## src/rtl/bridge_pkg.sv

```systemverilog
package bridge_pkg;

    typedef enum logic [1:0] {
        OP_WRITE = 2'd0,
        OP_READ  = 2'd1,
        OP_RSV_A = 2'd2,
        OP_RSV_B = 2'd3
    } bus_op_e;

    typedef enum logic [1:0] {
        KIND_WRITE,
        KIND_READ,
        KIND_BAD
    } req_kind_e;

    typedef enum logic [1:0] {
        ST_IDLE,
        ST_FETCH,
        ST_SEND
    } seq_state_e;

    function automatic req_kind_e classify(input logic [1:0] op);
        case (op)
            OP_WRITE: classify = KIND_WRITE;
            OP_READ:  classify = KIND_READ;
            default:  classify = KIND_BAD;
        endcase
    endfunction

endpackage

```

## src/rtl/br_decode.sv

```systemverilog
module br_decode
    import bridge_pkg::*;
#(
    parameter int ADDR_W = 8,
    parameter int DATA_W = 32,
    localparam int BE_W  = DATA_W / 8
) (
    input  logic              take,
    input  logic [1:0]        op,
    input  logic [ADDR_W-1:0] addr,
    input  logic [DATA_W-1:0] data,
    input  logic [BE_W-1:0]   be,
    output logic              ram_en,
    output logic              ram_we,
    output logic [ADDR_W-1:0] ram_addr,
    output logic [DATA_W-1:0] ram_wdata,
    output logic [BE_W-1:0]   ram_be,
    output logic              take_read,
    output logic              take_bad
);
    req_kind_e kind;

    always_comb begin
        kind      = classify(op);
        ram_en    = take && (kind != KIND_BAD);
        ram_we    = (kind == KIND_WRITE);
        ram_addr  = addr;
        ram_wdata = data;
        ram_be    = be;
        take_read = take && (kind == KIND_READ);
        take_bad  = take && (kind == KIND_BAD);
    end
endmodule

```

## src/rtl/br_sequencer.sv

```systemverilog
module br_sequencer
    import bridge_pkg::*;
(
    input  logic clk,
    input  logic rst,
    input  logic take_read,
    input  logic take_bad,
    input  logic out_ready,
    output logic req_ready,
    output logic cap_data,
    output logic out_valid,
    output logic bad_op
);
    seq_state_e state_q;

    always_ff @(posedge clk) begin
        if (rst) begin
            state_q <= ST_IDLE;
            bad_op  <= 1'b0;
        end else begin
            bad_op <= take_bad;
            case (state_q)
                ST_IDLE:  if (take_read) state_q <= ST_FETCH;
                ST_FETCH: state_q <= ST_SEND;
                ST_SEND:  if (out_ready) state_q <= ST_IDLE;
                default:  state_q <= ST_IDLE;
            endcase
        end
    end

    always_comb begin
        req_ready = (state_q == ST_IDLE);
        cap_data  = (state_q == ST_FETCH);
        out_valid = (state_q == ST_SEND);
    end
endmodule

```

## src/rtl/br_return_buf.sv

```systemverilog
module br_return_buf #(
    parameter int ADDR_W = 8,
    parameter int DATA_W = 32
) (
    input  logic              clk,
    input  logic              rst,
    input  logic              cap_addr,
    input  logic [DATA_W-1:0] req_data,
    input  logic              cap_data,
    input  logic [DATA_W-1:0] ram_rdata,
    output logic [ADDR_W-1:0] out_addr,
    output logic [DATA_W-1:0] out_data
);
    logic [ADDR_W-1:0] ret_addr;

    generate
        if (DATA_W >= ADDR_W) begin : g_slice
            assign ret_addr = req_data[ADDR_W-1:0];
        end else begin : g_extend
            assign ret_addr = {{(ADDR_W-DATA_W){1'b0}}, req_data};
        end
    endgenerate

    always_ff @(posedge clk) begin
        if (rst) begin
            out_addr <= '0;
            out_data <= '0;
        end else begin
            if (cap_addr) out_addr <= ret_addr;
            if (cap_data) out_data <= ram_rdata;
        end
    end
endmodule

```

## src/rtl/bus_ram_bridge.sv

```systemverilog
module bus_ram_bridge
    import bridge_pkg::*;
#(
    parameter int ADDR_W = 8,
    parameter int DATA_W = 32,
    localparam int BE_W  = DATA_W / 8
) (
    input  logic              clk,
    input  logic              rst,
    input  logic              req_valid,
    output logic              req_ready,
    input  logic [1:0]        req_op,
    input  logic [ADDR_W-1:0] req_addr,
    input  logic [DATA_W-1:0] req_data,
    input  logic [BE_W-1:0]   req_be,
    output logic              ram_en,
    output logic              ram_we,
    output logic [ADDR_W-1:0] ram_addr,
    output logic [DATA_W-1:0] ram_wdata,
    output logic [BE_W-1:0]   ram_be,
    input  logic [DATA_W-1:0] ram_rdata,
    output logic              out_valid,
    input  logic              out_ready,
    output logic [1:0]        out_op,
    output logic [ADDR_W-1:0] out_addr,
    output logic [DATA_W-1:0] out_data,
    output logic [BE_W-1:0]   out_be,
    output logic              bad_op
);
    generate
        if (DATA_W % 8 != 0) begin : g_width_check
            $error("DATA_W must be a whole number of bytes");
        end
    endgenerate

    logic take;
    logic take_read;
    logic take_bad;
    logic cap_data;

    assign take   = req_valid && req_ready;
    assign out_op = OP_WRITE;
    assign out_be = '1;

    br_decode #(.ADDR_W(ADDR_W), .DATA_W(DATA_W)) u_decode (
        .take      (take),
        .op        (req_op),
        .addr      (req_addr),
        .data      (req_data),
        .be        (req_be),
        .ram_en    (ram_en),
        .ram_we    (ram_we),
        .ram_addr  (ram_addr),
        .ram_wdata (ram_wdata),
        .ram_be    (ram_be),
        .take_read (take_read),
        .take_bad  (take_bad)
    );

    br_sequencer u_seq (
        .clk       (clk),
        .rst       (rst),
        .take_read (take_read),
        .take_bad  (take_bad),
        .out_ready (out_ready),
        .req_ready (req_ready),
        .cap_data  (cap_data),
        .out_valid (out_valid),
        .bad_op    (bad_op)
    );

    br_return_buf #(.ADDR_W(ADDR_W), .DATA_W(DATA_W)) u_ret (
        .clk       (clk),
        .rst       (rst),
        .cap_addr  (take_read),
        .req_data  (req_data),
        .cap_data  (cap_data),
        .ram_rdata (ram_rdata),
        .out_addr  (out_addr),
        .out_data  (out_data)
    );
endmodule

```

## config.mk

```make
export PLATFORM = sky130hd
export DESIGN_NAME = bus_ram_bridge
export DESIGN_NICKNAME = d
export VERILOG_FILES = /design/src/rtl/bridge_pkg.sv /design/src/rtl/br_decode.sv /design/src/rtl/br_sequencer.sv /design/src/rtl/br_return_buf.sv /design/src/rtl/bus_ram_bridge.sv
export SDC_FILE = /design/constraint.sdc
export NUM_CORES = 1
export LEC_CHECK = 0
export BUFFER_PORTS_ARGS = -buffer_cell sky130_fd_sc_hd__buf_2
export CORE_UTILIZATION = 34
export DETAILED_ROUTE_END_ITERATION = 7
export PLACE_DENSITY_LB_ADDON = 0.2
export SETUP_SLACK_MARGIN = 0.2
export SYNTH_ARGS = -nofsm -noshare
export SYNTH_HDL_FRONTEND = slang
export SYNTH_SLANG_ARGS = --single-unit
```

## constraint.sdc

```tcl
create_clock -name clk -period 1.3 [get_ports clk]
set_clock_uncertainty 0.1 [all_clocks]
set_input_delay 0.13 -clock clk [delete_from_list [all_inputs] [get_ports clk]]
set_output_delay 0.13 -clock clk [all_outputs]
set_load 0.02 [all_outputs]
```

# After elaboration in Yosys (flattened, before gate mapping)
# Cells that the tools add are included.
[classes]
n_eq_ne = 8
muxes = 4
n_reduce_logical = 8
[op_table]
columns = ["operator", "n"]
rows = [
  ["$eq 2x1->1 const B", 3],
  ["$logic_not 2->1", 3],
  ["$pmux 2 s3", 1],
  ["$eq 2x2->1 const B", 2],
  ["$logic_and 1x1->1", 4],
  ["$mux 2", 2],
  ["$ne 2x1->1 const B", 2],
  ["$pmux 2 s2", 1],
  ["$ne 2x2->1 const B", 1],
  ["$reduce_and 2->1", 1],
]
[word_totals]
reg_bits = 43
elab_cells = 24
input_bits = 82

# Longest topological paths before layout
# Gate-level depths: netlist of the first run.
[logic_depth]
depth_word = 6
ltp_mapped = 5

# Cells and area by module
# From an unflattened synthesis of the first run, not the netlist that was laid out.
[hier_totals]
hier_cells = 197
hier_area_um2 = 1980.6
[by_module_without_submodules]
columns = ["mod", "seq_area_each_um2", "area_per_inst_um2", "n_inst", "cells_each"]
rows = [
  ["br_return_buf", 800.8, 1445.1, 1, 129],
  ["br_decode", 0.0, 356.6, 1, 48],
  ["br_sequencer", 60.1, 120.1, 1, 11],
  ["bus_ram_bridge", 0.0, 58.8, 1, 9],
]

# Worst setup path after synthesis of the first run
# Ideal clock, no wire load.
[synth_timing]
path_kind = "register to register"
startpoint = "register u_seq.state_q[0]"
endpoint = "register u_ret.out_addr[0]"
arrival_ps = 1324
setup_ps = 122
required_ps = 1078
path_slack_ps = -246
n_path_buf = 1
stages_incl_launch_ff = 5
cell_sequence = "dfxtp_1 nor4b_4 and2_1 buf_6 o21ai_0"
[synth_via]
elab_chain_len = 3
[synth_lines]
columns = ["item", "line_no", "rtl"]
rows = [
  ["from (decl)", "br_sequencer.sv:14", "seq_state_e state_q;"],
  ["from (signal assigned)", "br_sequencer.sv:18", "state_q <= ST_IDLE;"],
  ["from (signal assigned)", "br_sequencer.sv:23", "ST_IDLE: if (take_read) state_q <= ST_FETCH;"],
  ["from (signal assigned)", "br_sequencer.sv:24", "ST_FETCH: state_q <= ST_SEND;"],
  ["$logic_not 2->1", "br_sequencer.sv:32", "req_ready = (state_q == ST_IDLE);"],
  ["$logic_and 1x1->1", "bus_ram_bridge.sv:41", "assign take = req_valid && req_ready;"],
  ["$logic_and 1x1->1", "br_decode.sv:30", "take_read = take && (kind == KIND_READ);"],
  ["to (signal assigned)", "br_return_buf.sv:29", "if (cap_addr) out_addr <= ret_addr;"],
  ["to (decl)", "br_return_buf.sv:11", "output logic [ADDR_W-1:0] out_addr,"],
]
# No other way between the ends.
# A chain may end at the register's enable or synchronous reset.

# Worst setup path after layout of the first run
[layout_timing]
startpoint = "register u_seq.state_q[1]"
endpoint = "register u_ret.out_data[13]"
[layout_via]
elab_chain_len = 1
[layout_lines]
columns = ["item", "line_no", "rtl"]
rows = [
  ["$eq 2x1->1", "br_sequencer.sv:33", "cap_data = (state_q == ST_FETCH);"],
  ["to (signal assigned)", "br_return_buf.sv:30", "if (cap_data) out_data <= ram_rdata;"],
  ["to (decl)", "br_return_buf.sv:12", "output logic [DATA_W-1:0] out_data"],
]
# No other way between the ends.

==> results of run 1 <==
==> cells in the mapped netlist, types with 2 or more instances <==
| master | instances |
|---|---|
| a21oi_1 | 33 |
| and2b_1 | 2 |
| buf_2 | 6 |
| buf_4 | 50 |
| clkbuf_1 | 8 |
| conb_1 | 2 |
| dfxtp_1 | 43 |
| nand2_1 | 64 |
| nand2b_1 | 9 |
| nand4b_1 | 8 |
| nor2_1 | 2 |
| o21ai_0 | 6 |
| o21ai_1 | 2 |
==> flip-flops by register name, summed over array words and instances (netlist names) <==
signal          cells
u_seq.bad_op        1
u_seq.state_q       2
u_ret.out_addr      8
u_ret.out_data     32
==> cell type report <==
| type | count | area, µm² | share of cell area |
|---|---|---|---|
| repair buffers | 151 | 1130 | 0.364 |
| flip-flops and latches | 43 | 866 | 0.278 |
| clock buffers | 6 | 72.6 | 0.0233 |
| multi-input cells | 137 | 951 | 0.305 |
| well taps | 72 | 90.1 | 0.0289 |
==> what timing repair did <==
item / 4_1_cts / 5_1_grt
resized for setup: 18 / 80
gates cloned: 4 / 0
hold endpoints to repair: 33 / 1
hold buffers: 33 / 1
setup buffers: 4 / 2
pin swaps: 1 / 41
endpoints found under the setup margin: 44 / 45
==> final timing paths <==
| path | slack, ps | to | cells after the start |
|---|---|---|---|
| setup reg to reg | -110 | u_ret.out_data[13] | 6 |
| hold / removal | 20 | u_ret.out_addr[7] | 3 |
| setup / recovery | -110 | u_ret.out_data[13] | 6 |
| hold reg to reg | 350 | u_ret.out_data[16] | 2 |
==> where the power goes <==
group	total (mW)	switching, mW	internal (mW)	leakage (nW)
logic	0.486	0.235	0.252	0.974
registers	1.37	0.0242	1.35	0.349
clock network	0.770	0.412	0.358	0.0371
total	2.63	0.671	1.96	1.36
==> worst min-delay path, cell delays in order <==
cell and delay (ps):
buf_2 80, nand4b_1 90, o21ai_1 70
==> logic make-up (layout without fill, tap and decap cells) <==
| group | count (synthesis) | count (layout) | share of synthesized area |
|---|---|---|---|
| AND/OR/NAND/NOR | 90 | 90 | 0.226 |
| AO/OA/AOI/OAI | 41 | 41 | 0.105 |
| other | 2 | 6 | 0.00383 |
| buffers and inverters | 65 | 157 | 0.228 |
| flip-flops | 43 | 43 | 0.438 |
==> metrics by stage <==
| stage | std cells | cell area, µm² | TNS [ps] | hold slack (ps) | util |
|---|---|---|---|---|---|
| finish | 409 | 3110 | -1650 | 18.3 | 0.562 |
| floorplan | 245 | 1980 | -1880 | 166 | - |
| global route | 409 | 3110 | -3540 | 10.5 | 0.562 |
| CTS | 406 | 2810 | -2580 | 0.769 | 0.507 |
| detailed placement | 359 | 2180 | 0 | 160 | 0.394 |
| global placement | 359 | 2180 | 0 | 160 | 0.394 |
==> layer usage <==
metal  wire (µm)  vias up  part of all wire  track usage
met3         319       17             0.064       0.0494
met2        2480       76              0.50        0.275
li1            -      911                 -            -
met5           0        -                 0            0
met4          93        0             0.019       0.0593
met1        2060      816              0.42        0.164
==> flow_metrics.tcl, run 1 <==
set metrics [dict create \
    grt_overflow 0 \
    netlist.area_leader.share 0.438 \
    vias 1820 \
    htreeDepth 2 \
    track_usage 0.152 \
    crit_fanout 6 \
    die_h_um 78.0 \
    reg2reg_from "u_seq.state_q[1]" \
    yosysUniqueCellTypes 19 \
    path_class "reg -> reg" \
    layout_commonest_cell "buf_2" \
    path_clk_slew_ps 80 \
    cp_slowest_stage_delay_ps 360 \
    yosys.area.top_type "dfxtp_1" \
    grt_pass1_vias 1645 \
    drt-initial-drc-count 33 \
    ir_drop_v 0.000388 \
    n_antenna_cell 0 \
    worst_ep_arrival_time_ps 1480 \
    hold_start "req_data[7]" \
    ys_seq_elements 43 \
    port_buffers 98 \
    pre_cts_ws_ps 40.9 \
    min_path_type "in -> reg" \
    wl_mm 4.95 \
    failed_checks "negative setup slack" \
    rsz0062_at_grt "yes" \
    syn_area_per_cell_um2 8.15 \
    synth_edf_count 0 \
    rows 27 \
    period_share 1.08 \
    hold_viol_final 0 \
    cts_buffers 5 \
    nNetsFinal 420 \
    leakage_nw 1.36 \
    syn_area_mm2 0.00196 \
    ys.flop_type "dfxtp_1" \
    drv_cap 0 \
    antenna_found_initial 0 \
    path_cells "buf_6 > or2b_4 > buf_12 > buf_16 > nand2_1 > a21oi_1" \
    synth_area_leaders "dfxtp_1 44%, buf_4 19%, nand2_1 12%" \
    finalPower_mw 2.63 \
    grt_pass1_wl_mm 7.30 \
    max_freq_ghz 0.711 \
    final_cell_mix "94 x buf_2, 41 x dfxtp_1, 37 x nand2_1" \
    cts_tree "yes" \
    syn_to_final_growth_pct 58.6 \
    cts_root_buf "clkbuf_8" \
    clock-sinks 43 \
    synthArstFlopShare 0 \
    drv_slew 0 \
    yosysWarnings 0 \
    grt_max_degree 22 \
    drive_gt1_frac 0.534 \
    dp_hpwl_mm 2.89 \
    dieArea_mm2 0.00608 \
    final_antenna_net_count 0 \
    wl_per_cell_um 12.1 \
    ys_seq_area_frac 0.438 \
    required_ps 1380 \
    via_per_inst 4.45 \
    cpLargestDelayFamily "buffers and inverters" \
    clock_latency_ps 290 \
    io_pins 177 \
    dr.pass1.iters 4 \
    p_per_area_mw_per_mm2 844 \
    crit_path_end_kind "flop" \
    clockBufferDepth 2 \
    cp.buffers_inverters 3 \
    drcViolationCount 0 \
    gp_congestion 0.659 \
    setup_viol 27 \
    start_kind "flop" \
    die_x_um 78.0 \
    start_util 0.354 \
    setup_slack_ps -107 \
    crit_path_top_delay_cell "dfxtp_4" \
    num-fill-cells 519 \
    netlist_instances 241 \
    cp-startpoint "u_seq.state_q[1]" \
    outcome "finished with violations" \
    core-area_mm2 0.00554 \
    fin_crit_ps 1410 \
]
No activity file was read; power rests on OpenSTA's default activity.
==> run 2: changes to the inputs <==
ABC_AREA = 1   (was default)
==> run 2 against run 1 <==
  * The run now ends clean
  * Sequential share of layout area rose by 0.99 points
  * Register-to-register slack better by 140 ps
  * Clock power increased by 20%
  * Wire length up 13%
  * Combinational power up 22%
  * Hold slack got worse by 9.5 ps
  * Worst setup slack gained 120 ps
  * Via count increased by 4.6%
  * Largest power group unchanged
  * Synthesized area increased by 1.1%
  * Die area increased by 1.1%
  * Power grew 11%
  * Non-clock buffer count is 5 lower
==> flow_metrics.tcl, run 2 <==
set metrics [dict create \
    drt-initial-drc-count 43 \
    syn_area_per_cell_um2 7.60 \
    start_kind "flop" \
    netlist.area_leader.share 0.434 \
    syn_to_final_growth_pct 52.6 \
    reg_top3 "u_ret.out_data: 32 flops, u_ret.out_addr: 8 flops, u_seq.state_q: 2 flops" \
    yosys.cell_count.top_type "nor2_1" \
    drv_cap 0 \
    cts_root_buf "clkbuf_8" \
    rsz0062_at_grt "yes" \
    yosysUniqueCellTypes 19 \
    dpl-instance-area_mm2 0.00224 \
    vias 1904 \
    multi_input_area_um2 815 \
    via_per_inst 4.43 \
    leakage_nw 1.48 \
    start_util 0.356 \
    timing.hold.ws_ps 8.80 \
    layout_commonest_cell "buf_2" \
    ir_drop_v 0.000400 \
    placedCellCount 379 \
    r2r_end "u_ret.out_data[12]" \
    clkPwrFrac 0.316 \
    wl_mm 5.60 \
    final_cell_mix "91 x buf_2, 57 x nor2_1, 36 x dfxtp_1" \
    drive_gt1_frac 0.475 \
    layout.cells.non_filler 430 \
    max_freq_ghz 0.779 \
    port_buffers 98 \
    dr.pass1.iters 4 \
    htreeDepth 2 \
    finalPower_mw 2.92 \
    grt_max_degree 30 \
    setup_slack_ps 15.8 \
    final_antenna_net_count 0 \
    drcViolationCount 0 \
    p_per_area_mw_per_mm2 963 \
    crit_path_end_kind "output port" \
    grt_overflow 0 \
    reg2regPathDepth 6 \
    reg2reg_from "u_seq.state_q[0]" \
    clockBufferDepth 2 \
    clock_latency_ps 290 \
    gp_congestion 0.701 \
    path_clk_slew_ps 70 \
    cts_buffers 5 \
    die_x_um 78.4 \
    cp-startpoint "u_seq.state_q[1]" \
    worst_ep_arrival_time_ps 1050 \
    finalSetupTns_ps 0 \
    dieArea_mm2 0.00615 \
    core-area_mm2 0.00557 \
    cts_tree "yes" \
    synth_common_cells "84 x nor2_1, 53 x buf_4, 43 x dfxtp_1" \
    yosys.area.top_type "dfxtp_1" \
    required_ps 1070 \
    period_share 0.988 \
    largest_reg_flops 32 \
    regMostFlops "u_ret.out_data" \
    antenna_found_initial 0 \
    fin_crit_ps 1280 \
    io_pins 177 \
    critical_path.endpoint "ram_en" \
    track_usage 0.172 \
    min_path_type "in -> reg" \
    synth_edf_count 0 \
    p_sw_frac 0.267 \
    net-switching-power_uw 780 \
    die_h_um 78.4 \
    power_frac_comb 0.204 \
    fin_area_mm2 0.00303 \
    netlist_instances 261 \
    syn_area_mm2 0.00198 \
    regToRegSetupSlack_ps 30 \
    pre_cts_ws_ps 137 \
    intPower_mw 2.14 \
    ys.flop_type "dfxtp_1" \
    wl_per_cell_um 13.0 \
    clock-sinks 43 \
    drv_slew 0 \
    synthArstFlopShare 0 \
    setup_viol 0 \
    power_frac_seq 0.481 \
    crit_fanout 2 \
    post-route-util 0.543 \
    path_class "reg -> out" \
    outcome "finished clean" \
    num-fill-cells 551 \
    grt_pass1_wl_mm 8.31 \
    n_antenna_cell 0 \
    rows 27 \
    synth_area_leaders "dfxtp_1 43%, buf_4 20%, nor2_1 16%" \
    hold_viol_final 0 \
    ys_seq_area_frac 0.434 \
    seq_area_um2 872 \
    nNetsFinal 439 \
    ys_seq_elements 43 \
    yosysWarnings 0 \
    grt_pass1_vias 1841 \
    dp_hpwl_mm 3.18 \
]
run 2: changes by cell type after synthesis, moves of 9 or more:
cell / before / now
a21oi_1: 33 / 1
nand2b_1: 9 / 0
nand2_1: 64 / 10
o21ai_0: 6 / 29
nor2_1: 2 / 84
inv_1: 0 / 13
run 2: what timing repair did:
item	CTS	global route
setup buffers	5	1
endpoints found under the hold margin	33	0
endpoints found under the setup margin	34	43
cloned	3	2
pin swaps	4	1
resized for setup	34	51
hold buffers	32	0
run 2: area by class of cell:
cell class / instances / area share
Multi-Input combinational cell: 147 / 0.269
Inverter: 14 / 0.0198
Clock buffer: 8 / 0.0330
Sequential cell: 43 / 0.288
Timing Repair Buffer: 146 / 0.361
Tap cell: 72 / 0.0297
run 2: cell families (layout without fill, tap and decap cells):
| family | count (synthesis) | in the layout | share of synthesized area |
|---|---|---|---|
| AND/OR/NAND/NOR | 108 | 108 | 0.235 |
| buffers and inverters | 75 | 168 | 0.244 |
| other | 2 | 6 | 0.00378 |
| AO/OA/AOI/OAI | 33 | 33 | 0.0832 |
| flip-flops | 43 | 43 | 0.434 |
run 2: critical path: stages, from the launching register on:
cell and delay (ps):
dfxtp_2 340, nor2_4 150, nand2_4 80, nor2_4 80, buf_6 110
run 2: worst min path at each step:
stage / from / to / slack [ps] / cells past startpoint
floorplan: rst / u_seq.state_q[1] / 90 / 1
detailed placement: req_data[12] / ram_wdata[12] / 160 / 0
global placement: req_data[12] / ram_wdata[12] / 160 / 0
global route: ram_rdata[6] / u_ret.out_data[6] / 40 / 3
CTS: ram_rdata[0] / u_ret.out_data[0] / 4 / 3
finish: ram_rdata[0] / u_ret.out_data[0] / 9 / 3
run 2: power groups by stage:
stage | registers [mW] | logic [mW] | clock network (mW)
finish | 1.40 | 0.595 | 0.921
global route | 1.41 | 0.644 | 1.01
CTS | 1.39 | 0.549 | 0.955
global placement | 1.42 | 0.427 | 0
floorplan | 1.48 | 0.380 | 0
detailed placement | 1.42 | 0.426 | 0
run 2: metal layers:
layer | vias to the layer above | part of all wire | routed length (µm) | global-route usage
li1 | 952 | - | - | -
met1 | 859 | 0.41 | 2310 | 0.189
met2 | 68 | 0.49 | 2740 | 0.300
met3 | 25 | 0.066 | 370 | 0.0512
met4 | 0 | 0.030 | 170 | 0.0815
met5 | - | 0 | 0 | 0
